### src/rtl/dma_eng_pkg.sv
// Shared field layout for list entries and completion records.
// Assumes 64-bit memory words and at most four channels (2-bit id).
package dma_eng_pkg;
    localparam int WORD_W  = 64;
    localparam int CH_W    = 2;
    localparam int LEN_W   = 20;
    localparam int STAT_W  = 8;
    localparam int VLD_BIT = 2;

    // Pack one completion record: len [19:0], status [27:20], chan [33:32].
    function automatic logic [WORD_W-1:0] make_record(
        input logic [CH_W-1:0]   ch,
        input logic [LEN_W-1:0]  len,
        input logic [STAT_W-1:0] st
    );
        return {30'd0, ch, 4'd0, st, len};
    endfunction
endpackage

### src/rtl/sync_fifo.sv
// Single-clock FIFO with head-of-queue output and occupancy count.
// Assumes DEPTH is a power of two; push when full and pop when empty are not made.
module sync_fifo #(
    parameter int W     = 32,
    parameter int DEPTH = 4
) (
    input  logic           clk,
    input  logic           rst_n,
    input  logic           push,
    input  logic [W-1:0]   din,
    input  logic           pop,
    output logic [W-1:0]   dout,
    output logic           full,
    output logic [$clog2(DEPTH):0] count
);
    localparam int AW = $clog2(DEPTH);

    logic [W-1:0]  store [DEPTH];
    logic [AW-1:0] wp, rp;

    // Data storage, written on push.
    always_ff @(posedge clk) begin
        if (push) store[wp] <= din;
    end

    // Pointer and occupancy tracking.
    always_ff @(posedge clk) begin
        if (!rst_n) begin
            wp    <= '0;
            rp    <= '0;
            count <= '0;
        end else begin
            if (push) wp <= wp + 1'b1;
            if (pop)  rp <= rp + 1'b1;
            count <= count + (AW+1)'(push) - (AW+1)'(pop);
        end
    end

    assign dout = store[rp];
    assign full = (count == (AW+1)'(DEPTH));
endmodule

### src/rtl/desc_fetch.sv
// Walks a host entry list one 64-bit word at a time and pushes page
// addresses into per-channel queues. Assumes mem_rd_valid arrives only
// while mem_rd_req is high, and ends the request.
module desc_fetch #(
    parameter int NCH    = 3,
    parameter int ADDR_W = 32
) (
    input  logic              clk,
    input  logic              rst_n,
    input  logic              doorbell,
    input  logic [ADDR_W-1:0] desc_base,
    output logic              mem_rd_req,
    output logic [ADDR_W-1:0] mem_rd_addr,
    input  logic              mem_rd_valid,
    input  logic [63:0]       mem_rd_data,
    input  logic [NCH-1:0]    q_full,
    output logic [NCH-1:0]    q_push,
    output logic [ADDR_W-1:0] q_addr
);
    import dma_eng_pkg::*;

    typedef enum logic [1:0] {F_IDLE, F_READ, F_DISP} fstate_t;

    fstate_t           st;
    logic [63:0]       ent;
    logic [ADDR_W-1:0] rd_ptr;
    logic [CH_W-1:0]   ent_ch;
    logic              ent_vld, ch_ok, tgt_full;

    assign ent_ch  = ent[CH_W-1:0];
    assign ent_vld = ent[VLD_BIT];
    assign ch_ok   = int'(ent_ch) < NCH;

    // Full flag of the queue the current entry targets.
    always_comb begin
        tgt_full = 1'b0;
        for (int i = 0; i < NCH; i++)
            if (int'(ent_ch) == i) tgt_full = q_full[i];
    end

    // List walk: read, dispatch, advance or finish.
    always_ff @(posedge clk) begin
        if (!rst_n) begin
            st     <= F_IDLE;
            ent    <= '0;
            rd_ptr <= '0;
        end else begin
            case (st)
                F_IDLE: if (doorbell) begin
                    rd_ptr <= {desc_base[ADDR_W-1:3], 3'b000};
                    st     <= F_READ;
                end
                F_READ: if (mem_rd_valid) begin
                    ent <= mem_rd_data;
                    st  <= F_DISP;
                end
                F_DISP: begin
                    if (!ent_vld) begin
                        st <= F_IDLE;
                    end else if (!ch_ok || !tgt_full) begin
                        rd_ptr <= rd_ptr + ADDR_W'(8);
                        st     <= F_READ;
                    end
                end
                default: st <= F_IDLE;
            endcase
        end
    end

    // Queue push strobes for a valid, in-range entry with space.
    always_comb begin
        for (int i = 0; i < NCH; i++)
            q_push[i] = (st == F_DISP) && ent_vld && (int'(ent_ch) == i) && !q_full[i];
    end

    assign q_addr      = {ent[ADDR_W-1:3], 3'b000};
    assign mem_rd_req  = (st == F_READ);
    assign mem_rd_addr = rd_ptr;
endmodule

### src/rtl/cpl_writer.sv
// Drains queued completion records into a host ring in bursts. A burst
// starts on threshold or timeout and is sized to the free ring space.
// Assumes ring_size is between 2 and 2**IDX_W and ring_base is 8-byte aligned.
module cpl_writer #(
    parameter int ADDR_W = 32,
    parameter int IDX_W  = 4,
    parameter int CNT_W  = 4,
    parameter int TMO_W  = 16
) (
    input  logic              clk,
    input  logic              rst_n,
    input  logic [CNT_W-1:0]  pend,
    input  logic [63:0]       head_rec,
    output logic              pop,
    input  logic [CNT_W-1:0]  threshold,
    input  logic [TMO_W-1:0]  timeout,
    input  logic [ADDR_W-1:0] ring_base,
    input  logic [IDX_W:0]    ring_size,
    input  logic [IDX_W-1:0]  rd_idx,
    input  logic              irq_en,
    output logic [IDX_W-1:0]  wr_idx,
    output logic              irq,
    output logic              mem_wr_req,
    output logic [ADDR_W-1:0] mem_wr_addr,
    output logic [63:0]       mem_wr_data,
    output logic              mem_wr_last,
    input  logic              mem_wr_ack
);
    localparam int KW = (CNT_W > IDX_W + 1) ? CNT_W : IDX_W + 1;

    typedef enum logic {W_IDLE, W_BURST} wstate_t;

    wstate_t          st;
    logic [KW-1:0]    blk_len, beat;
    logic [IDX_W-1:0] ptr, ptr_nxt;
    logic [TMO_W-1:0] tcnt;
    logic [IDX_W:0]   wr_e, rd_e, occ, free;
    logic [KW-1:0]    pend_k, free_k, take;
    logic             trig, start, beat_done;

    // Ring occupancy and free space from the two indices.
    always_comb begin
        wr_e = {1'b0, wr_idx};
        rd_e = {1'b0, rd_idx};
        occ  = (wr_e >= rd_e) ? (wr_e - rd_e) : (wr_e + ring_size - rd_e);
        free = ring_size - 1'b1 - occ;
    end

    // Burst trigger and size selection.
    always_comb begin
        pend_k = KW'(pend);
        free_k = KW'(free);
        take   = (pend_k < free_k) ? pend_k : free_k;
        trig   = ((threshold != '0) && (pend >= threshold)) ||
                 ((timeout != '0) && (pend != '0) && (tcnt >= timeout));
        start  = (st == W_IDLE) && trig && (free != '0);
    end

    assign ptr_nxt   = (({1'b0, ptr} + 1'b1) == ring_size) ? '0 : ptr + 1'b1;
    assign beat_done = mem_wr_req && mem_wr_ack;

    // Burst sequencing, index commit and interrupt pulse.
    always_ff @(posedge clk) begin
        if (!rst_n) begin
            st      <= W_IDLE;
            blk_len <= '0;
            beat    <= '0;
            ptr     <= '0;
            wr_idx  <= '0;
            irq     <= 1'b0;
        end else begin
            irq <= 1'b0;
            case (st)
                W_IDLE: if (start) begin
                    blk_len <= take;
                    beat    <= '0;
                    ptr     <= wr_idx;
                    st      <= W_BURST;
                end
                W_BURST: if (beat_done) begin
                    ptr  <= ptr_nxt;
                    beat <= beat + 1'b1;
                    if (mem_wr_last) begin
                        wr_idx <= ptr_nxt;
                        irq    <= irq_en;
                        st     <= W_IDLE;
                    end
                end
                default: st <= W_IDLE;
            endcase
        end
    end

    // Age of the oldest idle-pending records, saturating.
    always_ff @(posedge clk) begin
        if (!rst_n || st != W_IDLE || pend == '0) tcnt <= '0;
        else if (tcnt != '1)                      tcnt <= tcnt + 1'b1;
    end

    assign mem_wr_req  = (st == W_BURST);
    assign mem_wr_addr = {ring_base[ADDR_W-1:3], 3'b000} + ADDR_W'({ptr, 3'b000});
    assign mem_wr_data = head_rec;
    assign mem_wr_last = (beat == blk_len - 1'b1);
    assign pop         = beat_done;
endmodule

### src/rtl/desc_cpl_dma.sv
// Top of the list-fetch and completion write-back engine: per-channel
// request queues, one arrival-ordered completion queue, the list walker
// and the ring writer. Assumes NCH <= 4 (2-bit channel field).
module desc_cpl_dma #(
    parameter int NCH       = 3,
    parameter int ADDR_W    = 32,
    parameter int REQ_DEPTH = 4,
    parameter int CPL_DEPTH = 8,
    parameter int IDX_W     = 4,
    parameter int TMO_W     = 16,
    localparam int CNT_W    = $clog2(CPL_DEPTH) + 1,
    localparam int RQ_CW    = $clog2(REQ_DEPTH) + 1
) (
    input  logic                  clk,
    input  logic                  rst_n,
    input  logic                  doorbell,
    input  logic [ADDR_W-1:0]     desc_base,
    output logic [NCH-1:0]        req_valid,
    input  logic [NCH-1:0]        req_pop,
    output logic [NCH*ADDR_W-1:0] req_addr,
    input  logic                  cpl_valid,
    output logic                  cpl_ready,
    input  logic [1:0]            cpl_chan,
    input  logic [19:0]           cpl_len,
    input  logic [7:0]            cpl_status,
    input  logic [CNT_W-1:0]      cpl_threshold,
    input  logic [TMO_W-1:0]      cpl_timeout,
    input  logic [ADDR_W-1:0]     ring_base,
    input  logic [IDX_W:0]        ring_size,
    input  logic [IDX_W-1:0]      ring_rd_idx,
    output logic [IDX_W-1:0]      ring_wr_idx,
    input  logic                  irq_en,
    output logic                  irq,
    output logic                  mem_rd_req,
    output logic [ADDR_W-1:0]     mem_rd_addr,
    input  logic                  mem_rd_valid,
    input  logic [63:0]           mem_rd_data,
    output logic                  mem_wr_req,
    output logic [ADDR_W-1:0]     mem_wr_addr,
    output logic [63:0]           mem_wr_data,
    output logic                  mem_wr_last,
    input  logic                  mem_wr_ack
);
    logic [NCH-1:0]    q_full, q_push;
    logic [ADDR_W-1:0] q_addr;
    logic              cq_full, cq_pop;
    logic [CNT_W-1:0]  cq_cnt;
    logic [63:0]       cq_head;

    desc_fetch #(.NCH(NCH), .ADDR_W(ADDR_W)) u_fetch (
        .clk(clk), .rst_n(rst_n), .doorbell(doorbell), .desc_base(desc_base),
        .mem_rd_req(mem_rd_req), .mem_rd_addr(mem_rd_addr),
        .mem_rd_valid(mem_rd_valid), .mem_rd_data(mem_rd_data),
        .q_full(q_full), .q_push(q_push), .q_addr(q_addr)
    );

    // One request queue per receive channel.
    for (genvar g = 0; g < NCH; g++) begin : g_reqq
        logic [RQ_CW-1:0] cnt;
        sync_fifo #(.W(ADDR_W), .DEPTH(REQ_DEPTH)) u_q (
            .clk(clk), .rst_n(rst_n),
            .push(q_push[g]), .din(q_addr),
            .pop(req_pop[g] && req_valid[g]),
            .dout(req_addr[g*ADDR_W +: ADDR_W]),
            .full(q_full[g]), .count(cnt)
        );
        assign req_valid[g] = (cnt != '0);
    end

    sync_fifo #(.W(64), .DEPTH(CPL_DEPTH)) u_cplq (
        .clk(clk), .rst_n(rst_n),
        .push(cpl_valid && cpl_ready),
        .din(dma_eng_pkg::make_record(cpl_chan, cpl_len, cpl_status)),
        .pop(cq_pop), .dout(cq_head), .full(cq_full), .count(cq_cnt)
    );
    assign cpl_ready = !cq_full;

    cpl_writer #(.ADDR_W(ADDR_W), .IDX_W(IDX_W), .CNT_W(CNT_W), .TMO_W(TMO_W)) u_wr (
        .clk(clk), .rst_n(rst_n), .pend(cq_cnt), .head_rec(cq_head), .pop(cq_pop),
        .threshold(cpl_threshold), .timeout(cpl_timeout),
        .ring_base(ring_base), .ring_size(ring_size), .rd_idx(ring_rd_idx),
        .irq_en(irq_en), .wr_idx(ring_wr_idx), .irq(irq),
        .mem_wr_req(mem_wr_req), .mem_wr_addr(mem_wr_addr), .mem_wr_data(mem_wr_data),
        .mem_wr_last(mem_wr_last), .mem_wr_ack(mem_wr_ack)
    );
endmodule

### config.mk
export PLATFORM = sky130hd
export DESIGN_NAME = desc_cpl_dma
export DESIGN_NICKNAME = d
export VERILOG_FILES = /design/src/rtl/dma_eng_pkg.sv /design/src/rtl/sync_fifo.sv /design/src/rtl/desc_fetch.sv /design/src/rtl/cpl_writer.sv /design/src/rtl/desc_cpl_dma.sv
export SDC_FILE = /design/constraint.sdc
export NUM_CORES = 1
export LEC_CHECK = 0
export ABC_AREA = 1
export BUFFER_PORTS_ARGS = -buffer_cell sky130_fd_sc_hd__buf_2
export CAP_MARGIN = 30
export CORE_MARGIN = 4
export CORE_UTILIZATION = 55
export CTS_BUF_LIST = sky130_fd_sc_hd__clkbuf_16
export DETAILED_ROUTE_END_ITERATION = 7
export PLACE_DENSITY = 0.77
export SYNTH_ARGS = -nofsm -noshare
export SYNTH_HDL_FRONTEND = slang
export SYNTH_SLANG_ARGS = --single-unit
### constraint.sdc
create_clock -name clk -period 5.96 [get_ports clk]
set_input_delay 1.192 -clock clk [delete_from_list [all_inputs] [get_ports clk]]
set_output_delay 1.192 -clock clk [all_outputs]
set_load 0.005 [all_outputs]
==> results.json, run 1 <==
{
  "status": "finished, final reports clean",
  "hpwl_mm": 50.0,
  "r2r_start": "u_wr.wr_idx[1]",
  "drt_first_iter_violations": 1861,
  "unrepaired_setup_endpoints_after_global_routing": "false",
  "die_y_um": 247,
  "yosys-top-cells-count": "588 x sky130_fd_sc_hd__edfxtp_1, 521 x sky130_fd_sc_hd__nor2_1, 354 x sky130_fd_sc_hd__o21ai_0",
  "synthDominantAreaCellType": "sky130_fd_sc_hd__edfxtp_1",
  "nets": 3484,
  "post_place_instance_area_mm2": 0.0337,
  "gate_count_of_the_mapped_netlist": 2875,
  "worst_r2r_path_depth": 16,
  "p_leak_uw": 0.0140,
  "tightestPinTransition_ns": 0.987,
  "dpl_worst_slack_ns": 1.18,
  "number_of_warnings_reported_in_the_yosys_synthesis_log": 0,
  "cts_hold_buffers": 0,
  "rows": 87,
  "layout-drive-gt1-share": 0.174,
  "post_synth.cell_area_avg_um2": 10.9,
  "achievable-frequency_mhz": 216,
  "pin_count": 433,
  "timing_hold_violations_final": 0,
  "initial_antenna_violation_count": 20,
  "max-slew-margin-rel": 0.337,
  "synth_top_cells_by_area": "sky130_fd_sc_hd__edfxtp_1 56%, sky130_fd_sc_hd__dfxtp_1 8.9%, sky130_fd_sc_hd__nor2_1 6.2%",
  "routed_antenna_nets": 0,
  "avgViaCountPerCell": 5.66,
  "final_min_period_over_clock_period": 0.775,
  "min_delay_path_depth": 1,
  "synthToLayoutAreaGrowth_pct": 15.6,
  "starting_density_of_the_core": 0.556,
  "synth.cell_area_mm2": 0.0313,
  "timing.critical_path.cells": "buf_2 -> ha_1 -> inv_1 -> fa_1 -> inv_1 -> a31oi_1 -> nor3_2 -> inv_1 -> nor2_1 -> nand2_2 -> nor2_4 -> nand4_1 -> xnor2_1 -> buf_2",
  "final_area_mm2": 0.0362,
  "path_max_fanout": 4,
  "cp_num_cells": 14,
  "first_global_vias": 22462,
  "timing.clock.skew_ns": 0.0170,
  "post-route-util": 0.642,
  "vias": 22833,
  "tritoncts_num_sinks": 727,
  "yosys.area.top_type_share": 0.564,
  "fin_ws_ns": 1.34,
  "cp-startpoint": "ring_base[3]",
  "routabilityCongestion": 0.907,
  "post-route-min-period_ns": 4.62,
  "grt_pass1_wl_mm": 122,
  "worstHoldPathType": "register to register",
  "critical_path.n_buffers_inverters": 5,
  "clk_pin_slew_worst_paths_ns": 0.06,
  "floorplan.die_area_mm2": 0.0608,
  "synth.lib_cells_used.distinct": 48,
  "drv.max_cap_violation_count": 0,
  "floorplan.core_area_mm2": 0.0564,
  "crit_path_end_kind": "primary output",
  "critical-path-slowest-cell": "sky130_fd_sc_hd__fa_1",
  "ys_async_sr_fraction": 0,
  "port-buffer-count": 345,
  "critPathTopFamily": "simple AND/OR/NAND/NOR gates",
  "hold_start": "u_cplq.rp[2]",
  "clock_latency_reported_for_the_late_side_of_the_worst_skew_pair_ns": 0.62,
  "number_of_flops_mapped_to_enable_cells_by_yosys": 588,
  "postCtsSetupRepairBufs": 0,
  "setup-violations-final": 0,
  "cts.path.max_buffers": 3,
  "totalWireLength_mm": 80.2,
  "die_width_um": 247,
  "finalMaxSlewViolations": 0,
  "ys_seq_elements": 727,
  "required_ns": 4.77,
  "cts.repair.resized": 0,
  "post-synth-top-count-cell": "sky130_fd_sc_hd__edfxtp_1",
  "timing.critical_path.arrival_ns": 3.43,
  "grt_max_degree": 121,
  "cts_tree": "done",
  "firstDrtPassIters": 5,
  "power_density_mw_per_mm2": 372,
  "crit_type": "input pin to primary output",
  "clock_tree.root_cell": "sky130_fd_sc_hd__clkbuf_16",
  "htree_num_levels": 3,
  "post_drt_wl_per_cell_um": 19.9,
  "numCtsBuffers": 75,
  "vdd_ir_drop_max_v": 0.000333,
  "num-fill-cells": 4327,
  "synth_sequential_area_ratio": 0.652,
  "detail_route.drc_violations": 0,
  "critical_path.startpoint_type": "input pin",
  "cpMostUsedCell": "sky130_fd_sc_hd__inv_1",
  "cpPeakStageDelay_ns": 0.41,
  "primary_ff_master_synth": "sky130_fd_sc_hd__edfxtp_1",
  "total_routing_resource_utilization_after_global_routing": 0.257,
  "totalNegativeSetupSlack_ns": 0,
  "globalRoute.totalOverflow": 0
}
## cell usage in the layout (no fill, tap or decap), types with 8 or more instances in the layout
cell                        count
sky130_fd_sc_hd__clkinv_1      13
sky130_fd_sc_hd__clkinv_2      12
sky130_fd_sc_hd__nor2_1       500
sky130_fd_sc_hd__o22ai_1      117
sky130_fd_sc_hd__inv_2          8
sky130_fd_sc_hd__nor2_2        23
sky130_fd_sc_hd__o21ai_0      354
sky130_fd_sc_hd__conb_1        49
sky130_fd_sc_hd__nand2_1      252
sky130_fd_sc_hd__xnor2_1       19
sky130_fd_sc_hd__xor2_1        51
sky130_fd_sc_hd__edfxtp_1     588
sky130_fd_sc_hd__inv_1        210
sky130_fd_sc_hd__nor3_1        25
sky130_fd_sc_hd__ha_1          70
sky130_fd_sc_hd__buf_2        345
sky130_fd_sc_hd__diode_2       14
sky130_fd_sc_hd__nand4_1       20
sky130_fd_sc_hd__a31oi_1       40
sky130_fd_sc_hd__o211ai_1      15
sky130_fd_sc_hd__clkbuf_16     78
sky130_fd_sc_hd__buf_4         40
sky130_fd_sc_hd__a21oi_1      107
sky130_fd_sc_hd__dfxtp_1      134
sky130_fd_sc_hd__or2_2          9
sky130_fd_sc_hd__fa_1          11
sky130_fd_sc_hd__nand3_1      100
## through the flow
stage	cells	hold slack, ns	total power, µW
2_1_floorplan	2923	0.412	7810
3_3_place_gp	3882	0.430	8810
3_5_place_dp	3883	0.437	8970
4_1_cts	4021	0.447	13500
5_1_grt	4032	0.485	14100
6_report	4037	0.449	13500
## layout make-up
type | instances | area, µm² | share of cell area
timing repair buffer | 389 | 2130 | 0.0588
clock buffer | 78 | 1950 | 0.0539
tap | 756 | 946 | 0.0261
sequential | 727 | 20400 | 0.565
antenna | 14 | 35.0 | 0.000967
multi-input combinational | 1813 | 9490 | 0.262
clock inverter | 60 | 465 | 0.0129
inverter | 200 | 751 | 0.0207
## metal layers
layer / routed length [µm] / global-route usage
met5: 56 / 0
met4: 2480 / 0.101
met3: 7200 / 0.0666
met2: 40200 / 0.441
met1: 30300 / 0.313
## worst register-to-register path: cells and delay by family (launching register included)
kind / cells / cell delay (ns)
flip-flops: 1 / 0.49
AND/OR/NAND/NOR: 4 / 0.31
XOR/XNOR: 1 / 0.20
AO/OA/AOI/OAI: 4 / 0.92
adder cells (fa/ha/maj): 4 / 1.61
buffers and inverters: 3 / 0.22
## path summary, 6_finish.rpt
path	end	slack, ns
max reg2reg	u_wr.blk_len[1]	2.11
min reg2reg	register	0.45
min	register	0.45
max	mem_wr_addr[31]	1.34
## power by group
part	switching (µW)	leakage [µW]	total (µW)	internal, µW
combinational	1950	0.00603	3010	1060
clock	1930	0.00125	4570	2640
sequential	180	0.00669	5890	5710
## state kept, by name, indices dropped and copies added, names as in the netlist, 6 cells and up, named ones only
| register | flops |
|---|---|
| g_reqq.u_q.store | 348 |
| g_reqq.u_q.rp | 6 |
| u_fetch.ent | 32 |
| u_wr.tcnt | 16 |
| u_fetch.mem_rd_addr | 29 |
| g_reqq.u_q.wp | 6 |
| u_cplq.store | 240 |
| g_reqq.u_q.count | 9 |
## cells by family after synthesis
| group | count (synthesis) | share of synthesized area |
|---|---|---|
| and+or+nand+nor | 961 | 0.127 |
| DFF | 727 | 0.652 |
| AOI/OAI and AO/OA | 652 | 0.114 |
| buffers and inverters | 383 | 0.0523 |
| adders and majority gates | 81 | 0.0350 |
| xor gates and xnor gates | 70 | 0.0196 |
| other | 1 | 0.000120 |
Note: power is estimated with default switching activity, not from simulation.
==> run 2, diff against run 1 <==
- CORE_UTILIZATION: 55 -> 52
- PLACE_DENSITY: 0.77 -> 0.76
- clock period: 5.96 -> 3.85 ns (I/O delays scaled with it)
==> results.json, run 2 (synthesis gave the netlist of run 1 again) <==
{
  "drv.max_cap_violation_count": 0,
  "critical-path-slowest-cell": "sky130_fd_sc_hd__fa_1",
  "synthToLayoutAreaGrowth_pct": 17.2,
  "registers.top_by_ff_count": "g_reqq.u_q.store",
  "initial_antenna_violation_count": 9,
  "p_int_uw": 14500,
  "final_min_period_over_clock_period": 0.963,
  "hpwl_mm": 48.9,
  "critical_path.n_buffers_inverters": 4,
  "cts_tree": "done",
  "path_max_fanout": 6,
  "vdd_ir_drop_max_v": 0.000410,
  "worst_r2r_path_depth": 20,
  "cpMostUsedCell": "sky130_fd_sc_hd__inv_1",
  "cp_num_cells": 13,
  "first_global_vias": 21733,
  "clock_latency_reported_for_the_late_side_of_the_worst_skew_pair_ns": 0.61,
  "floorplan.die_area_mm2": 0.0642,
  "totalNegativeSetupSlack_ns": 0,
  "p_leak_uw": 0.0141,
  "routed_antenna_nets": 0,
  "required_ns": 3.08,
  "die_y_um": 253,
  "avgViaCountPerCell": 5.51,
  "hold-worst-slack_ns": 0.400,
  "post_drt_wl_per_cell_um": 18.8,
  "port-buffer-count": 345,
  "setup-violations-final": 0,
  "timing.clock.skew_ns": 0.0236,
  "cpPeakStageDelay_ns": 0.40,
  "share_seq_of_total_power": 0.443,
  "post-route-min-period_ns": 3.71,
  "layout.cells.most_common_list": "588 x sky130_fd_sc_hd__edfxtp_1, 498 x sky130_fd_sc_hd__nor2_1, 354 x sky130_fd_sc_hd__o21ai_0",
  "power_density_mw_per_mm2": 565,
  "htree_num_levels": 3,
  "timing_hold_violations_final": 0,
  "post-route-util": 0.619,
  "routabilityCongestion": 0.886,
  "crit_path_end_kind": "primary output",
  "max-slew-margin-rel": 0.422,
  "totalWireLength_mm": 76.6,
  "rows": 89,
  "clock_power_share": 0.334,
  "die_width_um": 253,
  "critical_path.startpoint_type": "register",
  "grt_max_degree": 121,
  "achievable-frequency_mhz": 270,
  "critPathTopFamily": "simple AND/OR/NAND/NOR gates",
  "finalMaxSlewViolations": 0,
  "clock_tree.root_cell": "sky130_fd_sc_hd__clkbuf_16",
  "clk_pin_slew_worst_paths_ns": 0.05,
  "min_delay_path_depth": 3,
  "grt_pass1_wl_mm": 118,
  "detail_route.drc_violations": 0,
  "power.share.switching": 0.300,
  "total_routing_resource_utilization_after_global_routing": 0.234,
  "post_place_instance_area_mm2": 0.0342,
  "power.net_switching_uw": 6240,
  "drt_first_iter_violations": 1750,
  "pin_count": 433,
  "final_area_mm2": 0.0367,
  "tritoncts_num_sinks": 727,
  "floorplan.core_area_mm2": 0.0594,
  "timing.critical_path.cells": "ha_1 -> inv_1 -> fa_1 -> inv_1 -> a31oi_1 -> nor3_2 -> inv_1 -> nor2_4 -> nand2_4 -> nor2_4 -> nand4_1 -> xnor2_1 -> buf_2",
  "status": "finished, final reports clean",
  "crit_type": "register to primary output",
  "firstDrtPassIters": 5,
  "layout.cells.most_common": "sky130_fd_sc_hd__edfxtp_1",
  "cts.path.max_buffers": 3,
  "globalRoute.totalOverflow": 0,
  "largest_reg_flops": 348,
  "timing.critical_path.arrival_ns": 2.94,
  "layout-drive-gt1-share": 0.182,
  "numCtsBuffers": 75,
  "tightestPinTransition_ns": 0.866,
  "fin_ws_ns": 0.143,
  "worstHoldPathType": "input pin to register",
  "nets": 3504,
  "dpl_worst_slack_ns": -0.159,
  "reg_top3": "g_reqq.u_q.store (348), u_cplq.store (240), u_fetch.ent (32)",
  "starting_density_of_the_core": 0.528,
  "vias": 22425,
  "combinationalPowerShare": 0.223
}
==> run 2: cell types whose count changed in the layout (fill, tap and decap cells not counted), sizes merged <==
cell / change
buf: +20
bufinv: -3
clkbuf: +2
clkinv: +13
diode: -9
inv: -10
==> run 2: per-stage QoR <==
step	std cells	total power, µW
2_1_floorplan	2923	12100
3_3_place_gp	3910	13900
5_1_grt	4065	21800
6_report	4067	20800
3_5_place_dp	3920	14000
4_1_cts	4060	20900
==> run 2: worst reg2reg max path, stage by stage (launching register included) <==
cell	delay (ns)
sky130_fd_sc_hd__dfxtp_1	0.31
sky130_fd_sc_hd__inv_1	0.07
sky130_fd_sc_hd__ha_1	0.30
sky130_fd_sc_hd__inv_1	0.05
sky130_fd_sc_hd__ha_1	0.19
sky130_fd_sc_hd__fa_1	0.49
sky130_fd_sc_hd__inv_1	0.04
sky130_fd_sc_hd__o21ai_0	0.16
sky130_fd_sc_hd__buf_4	0.15
sky130_fd_sc_hd__inv_1	0.04
sky130_fd_sc_hd__ha_1	0.27
sky130_fd_sc_hd__nand3_1	0.07
sky130_fd_sc_hd__nand2_1	0.09
sky130_fd_sc_hd__xor2_1	0.20
sky130_fd_sc_hd__inv_1	0.08
sky130_fd_sc_hd__ha_1	0.27
sky130_fd_sc_hd__o21a_1	0.12
sky130_fd_sc_hd__o21ai_2	0.23
sky130_fd_sc_hd__o21ai_0	0.11
sky130_fd_sc_hd__nor2_1	0.10
sky130_fd_sc_hd__nor2_1	0.05
==> run 2: metal layers <==
layer	GRT usage	vias up	share of wire
met3	0.0475	120	0.081
met1	0.306	10707	0.40
met5	0	-	0.00054
met2	0.401	879	0.50
met4	0.0678	6	0.022
li1	-	10713	-
==> run 2: power groups by stage <==
stage               logic [µW]  clock network [µW]  registers, µW
finish                    4630                6930           9190
global route              5230                7360           9240
CTS                       4670                7050           9190
detailed placement        4630                   0           9350
global placement          4530                   0           9330
floorplan                 2880                   0           9220
==> run 2: area by class of cell <==
cell class | count | area, µm²
Antenna cell | 5 | 12.5
Clock buffer | 80 | 2000
Clock inverter | 60 | 404
Fill cell | 4551 | 22600
Inverter | 200 | 751
Multi-Input combinational cell | 1813 | 9600
Sequential cell | 727 | 20500
Tap cell | 773 | 967
Timing Repair Buffer | 409 | 2520
==> run 2: final timing paths <==
| path | to | startpoint | slack, ns |
|---|---|---|---|
| max reg2reg | u_wr.blk_len[1] | u_wr.wr_idx[0] | 0.38 |
| max | mem_wr_addr[31] | u_wr.ptr[0] | 0.14 |
| min reg2reg | register | u_cplq.rp[2] | 0.44 |
| min | u_fetch.mem_rd_addr[3] | desc_base[3] | 0.40 |
==> run 2: timing repair <==
item                       4_1_cts  5_1_grt
gates resized for setup          2        4
pin swaps                        1        3
setup endpoints to repair        6        7
buffers inserted                 0        1
hold buffers                     0        0
hold endpoints to repair         0        0
